`src/rtl/dch_loop_pkg.sv`:
```
package dch_loop_pkg;

    localparam int MODE_W       = 3;
    localparam int MB_REMOTE    = 0;
    localparam int MB_LOCAL     = 1;
    localparam int MB_NOBACKOFF = 2;
    localparam logic IDLE_BIT   = 1'b1;

    typedef enum logic [1:0] {
        RT_NORMAL = 2'd0,
        RT_REMOTE = 2'd1,
        RT_LOCAL  = 2'd2
    } route_e;

    typedef struct packed {
        logic d_tx;
        logic rx;
    } lane_t;

    function automatic route_e pick_route(input logic [MODE_W-1:0] m);
        if (m[MB_LOCAL])
            return RT_LOCAL;
        else if (m[MB_REMOTE])
            return RT_REMOTE;
        return RT_NORMAL;
    endfunction

    function automatic logic halt_masked(input logic [MODE_W-1:0] m);
        return |m;
    endfunction

endpackage

```
`src/rtl/dch_route.sv`:
```
module dch_route
    import dch_loop_pkg::*;
(
    input  route_e route,
    input  logic   sending,
    input  logic   tx_ok,
    input  logic   dlc_tx_bit,
    input  logic   line_d_rx,
    output lane_t  nxt
);
    always_comb begin
        nxt.d_tx = IDLE_BIT;
        nxt.rx   = IDLE_BIT;
        case (route)
            RT_NORMAL: begin
                nxt.d_tx = (sending && tx_ok) ? dlc_tx_bit : IDLE_BIT;
                nxt.rx   = line_d_rx;
            end
            RT_REMOTE: begin
                nxt.d_tx = line_d_rx;
                nxt.rx   = line_d_rx;
            end
            RT_LOCAL: begin
                nxt.d_tx = IDLE_BIT;
                nxt.rx   = sending ? dlc_tx_bit : IDLE_BIT;
            end
            default: begin
                nxt.d_tx = IDLE_BIT;
                nxt.rx   = IDLE_BIT;
            end
        endcase
    end
endmodule

```
`src/rtl/dch_echo.sv`:
```
module dch_echo (
    input  logic clk,
    input  logic rst,
    input  logic bit_en,
    input  logic mask,
    input  logic route_normal,
    input  logic sending,
    input  logic up_tx_req,
    input  logic line_e_rx,
    input  logic cur_d_tx,
    output logic halt_now,
    output logic halted_q,
    output logic halt_q
);
    logic armed_q;

    assign halt_now = bit_en && armed_q && (line_e_rx != cur_d_tx) && !mask;

    always_ff @(posedge clk) begin
        if (rst) begin
            armed_q  <= 1'b0;
            halted_q <= 1'b0;
            halt_q   <= 1'b0;
        end else begin
            if (bit_en)
                armed_q <= route_normal && sending && !halted_q && !halt_now;
            halted_q <= halt_now || (halted_q && up_tx_req);
            halt_q   <= halt_now;
        end
    end
endmodule

```
`src/rtl/dch_lane_reg.sv`:
```
module dch_lane_reg
    import dch_loop_pkg::*;
(
    input  logic  clk,
    input  logic  rst,
    input  logic  bit_en,
    input  lane_t nxt,
    output lane_t cur
);
    always_ff @(posedge clk) begin
        if (rst)
            cur <= '{d_tx: IDLE_BIT, rx: IDLE_BIT};
        else if (bit_en)
            cur <= nxt;
    end
endmodule

```
`src/rtl/dch_loop_ctrl.sv`:
```
module dch_loop_ctrl
    import dch_loop_pkg::*;
(
    input  logic              clk,
    input  logic              rst,
    input  logic              bit_en,
    input  logic [MODE_W-1:0] mode,
    input  logic              line_d_rx,
    input  logic              line_e_rx,
    input  logic              dlc_tx_bit,
    input  logic              dlc_tx_vld,
    input  logic              up_tx_req,
    output logic              line_d_tx,
    output logic              dlc_rx_bit,
    output logic              halt
);
    route_e route;
    lane_t  nxt_lane;
    lane_t  cur_lane;
    logic   sending;
    logic   halt_now;
    logic   halted_q;
    logic   halt_q;

    assign route   = pick_route(mode);
    assign sending = up_tx_req && dlc_tx_vld;

    dch_echo u_echo (
        .clk          (clk),
        .rst          (rst),
        .bit_en       (bit_en),
        .mask         (halt_masked(mode)),
        .route_normal (route == RT_NORMAL),
        .sending      (sending),
        .up_tx_req    (up_tx_req),
        .line_e_rx    (line_e_rx),
        .cur_d_tx     (cur_lane.d_tx),
        .halt_now     (halt_now),
        .halted_q     (halted_q),
        .halt_q       (halt_q)
    );

    dch_route u_route (
        .route      (route),
        .sending    (sending),
        .tx_ok      (!halted_q && !halt_now),
        .dlc_tx_bit (dlc_tx_bit),
        .line_d_rx  (line_d_rx),
        .nxt        (nxt_lane)
    );

    dch_lane_reg u_lane (
        .clk    (clk),
        .rst    (rst),
        .bit_en (bit_en),
        .nxt    (nxt_lane),
        .cur    (cur_lane)
    );

    assign line_d_tx  = cur_lane.d_tx;
    assign dlc_rx_bit = cur_lane.rx;
    assign halt       = halt_q;
endmodule

```
`config.mk`:
```
export PLATFORM = sky130hd
export DESIGN_NAME = dch_loop_ctrl
export DESIGN_NICKNAME = d
export VERILOG_FILES = /design/src/rtl/dch_loop_pkg.sv /design/src/rtl/dch_route.sv /design/src/rtl/dch_echo.sv /design/src/rtl/dch_lane_reg.sv /design/src/rtl/dch_loop_ctrl.sv
export SDC_FILE = /design/constraint.sdc
export NUM_CORES = 1
export LEC_CHECK = 0
export ABC_AREA = 1
export ABC_CLOCK_PERIOD_IN_PS = 2090
export BUFFER_PORTS_ARGS = -buffer_cell sky130_fd_sc_hd__buf_4
export CAP_MARGIN = 25
export CORE_AREA = 2 2 39 41
export DETAILED_ROUTE_END_ITERATION = 16
export DIE_AREA = 0 0 41 43
export PLACE_DENSITY_LB_ADDON = 0.1
export SYNTH_ARGS = -nofsm -noshare
export SYNTH_HDL_FRONTEND = slang
export SYNTH_SLANG_ARGS = --single-unit
```
`constraint.sdc`:
```
create_clock -name clk -period 2.09 [get_ports clk]
set_input_delay 0.418 -clock clk [delete_from_list [all_inputs] [get_ports clk]]
set_output_delay 0.418 -clock clk [all_outputs]
set_load 0.005 [all_outputs]
```
==> impl_metrics.yaml <==
detailed_routing:
  drtIter0Drc: 3
  ant_nets: 0
  drc_errors: 0
  drtPass1Iterations: 2
  wl_per_cell_um: 8.47
  vias_per_cell: 3.97
  num_vias: 278
  wl_um: 593
finish:
  finalNetCount: 66
  antennaDiodeCount: 0
  final_common_cell: "buf_4"
  layout_common_cells: "13 x buf_4, 12 x nand2_1, 6 x nor2_1, 5 x dfxtp_1"
  syn2layout_area_growth_pct: 59.0
  drive_above_1_share_pct: 35.2
  final_area_um2: 388
power_and_ir_drop:
  power_density_nw_per_um2: 632
  vdd_drop_max_v: 0.000218
  power.leakage_nw: 0.178
synthesis:
  syn_avg_cell_area_um2: 6.59
  ys_ff_latch: 5
  synth_top_area_share_pct: 41.0
  netlist_area_um2: 244
  synth_top_cells_by_area: "dfxtp_1 41%, nand2_1 18%, nor2_1 9.2%, a21oi_1 6.2%, inv_1 4.6%"
  synthDistinctLibCells: 12
  netlist_instances: 37
  yosysSeqAreaShare_pct: 41.0
  synthesis.nets: 48
  yosysTopAreaCell: "dfxtp_1"
  synth.yosys.warnings: 0
floorplan:
  initial_utilization_pct: 17.6
  rows: 14
  core_um2: 1380
  ios: 14
  fp.dieArea_um2: 1760
  die_w_um: 41
  die_h_um: 43
worst_setup_path:
  crit_path_start_kind: "register"
  cp.arrival_ps: 730
  worstPathRequired_ps: 1670
  end_kind: "output pin"
  path_class: "register to output pin"
  path_delay_family: "flip-flops"
  cp_cell_sequence: "buf_4"
  slowest_stage: "dfxtp_1"
  critPathMaxStageDelay_ps: 360
  reg2reg_slack_ps: 1160
  cp_max_fo: 4
  worst-path-buf-inv: 1
timing:
  fin_crit_sh_pct: 54.8
  tightest_slew_ps: 222
  fmax_mhz: 873
  slew_viol_final: 0
  slew_headroom_pct: 85.0
  final.setup_skew_ps: 1.16
  grt_setup_unrepaired: "false"
  min_period_ps: 1150
  setup_viol: 0
  hold_viol: 0
  fin_tns_setup_ps: 0
job:
  maxCapViolations: 0
clocking:
  clkLatencyLatePin_ps: 240
  cts_root_buf: "clkbuf_4"
  path_clk_slew_ps: 40
  cts_resized: 0
  cts_tree: "built"
  cts_setup_buffers: 0
  clk_path_buf_depth: 2
  clock-sinks: 5
  numCtsBuffers: 3
  cts-htree-levels: 1
  cts_hold_buf: 0
place:
  place_area_um2: 362
  io_buffers: 13
  gpl.final_weighted_congestion: 0.710
global_route:
  antenna_found_initial: 0
  grtUsageTotal_pct: 8.83
  grt_pass1_vias: 271
  grt_overflow_total: 0
  grt_max_degree: 6
  grt_pass1_wl_um: 1010
min_path:
  hold_class: "input port to register"
run_status:
  status: "completed"
==> Yosys cell counts <==
| cell | n |
|---|---|
| or2_0 | 1 |
| a21oi_2 | 1 |
| nand3_2 | 1 |
| o21ai_0 | 2 |
| nor2_2 | 1 |
| dfxtp_1 | 5 |
| inv_1 | 3 |
| a21oi_1 | 3 |
| nand2_1 | 12 |
| nor3_1 | 1 |
| nor2_1 | 6 |
| clkinv_1 | 1 |
==> metal layers <==
metal	vias up	GRT usage, %	wire length (µm)
li1	148	-	-
met1	121	10.3	258
met2	9	11.9	285
met3	0	4.71	50
met4	0	6.00	0
met5	-	0	0
==> power by group <==
| part | switching [mW] | internal (mW) |
|---|---|---|
| Sequential | 0.00214 | 0.0987 |
| Clock | 0.0368 | 0.0720 |
| Combinational | 0.0151 | 0.0204 |
==> stage by stage <==
step	utilization (%)	setup slack, ps	hold slack [ps]	power, mW	std cells
after floorplan	-	1100	433	0.115	37
after global placement	26.1	925	461	0.139	66
after detailed placement	26.1	932	471	0.139	66
after CTS	28.0	925	365	0.254	70
after global routing	28.0	911	381	0.264	70
final	28.0	945	371	0.245	70
==> layout make-up <==
cell class | count | area [µm²]
Clock buffer | 4 | 26.3
Tap cell | 16 | 20.0
Sequential cell | 5 | 100
Inverter | 4 | 15.0
Timing Repair Buffer | 13 | 97.6
Fill cell | 160 | 996
Multi-Input combinational cell | 28 | 129
==> kinds of logic (layout without fill, tap and decap cells) <==
logic type / count (synthesis) / count (layout) / share of synthesized area, %
buffers and inverters: 4 / 21 / 6.15
flip-flops: 5 / 5 / 41.0
AO/OA/AOI/OAI: 6 / 6 / 13.8
AND/OR/NAND/NOR: 22 / 22 / 39.0
==> final timing paths <==
kind / start / depth (start not counted) / to
worst min-delay path: rst / 2 / u_echo.armed_q$_SDFFE_PP0P_
worst min register to register: u_echo.halted_q$_SDFF_PP0_ / 2 / u_echo.halted_q$_SDFF_PP0_
worst max register to register: u_lane.cur[1]$_SDFFE_PP1P_ / 6 / u_echo.armed_q$_SDFFE_PP0P_
worst max-delay path: u_lane.cur[1]$_SDFFE_PP1P_ / 1 / line_d_tx
==> worst register-to-register path, stage by stage (launching register included) <==
cell,delay [ps]
dfxtp_1,330
nand2_1,70
clkinv_1,50
nor2_1,120
nand3_2,120
nand2_1,100
a21oi_2,50
==> state kept, by name (all words and copies together), names as in the netlist <==
name and cells:
u_echo.armed_q 1, u_lane.cur 2, u_echo.halt_q 1, u_echo.halted_q 1
Power figures use the tool's default switching activity.
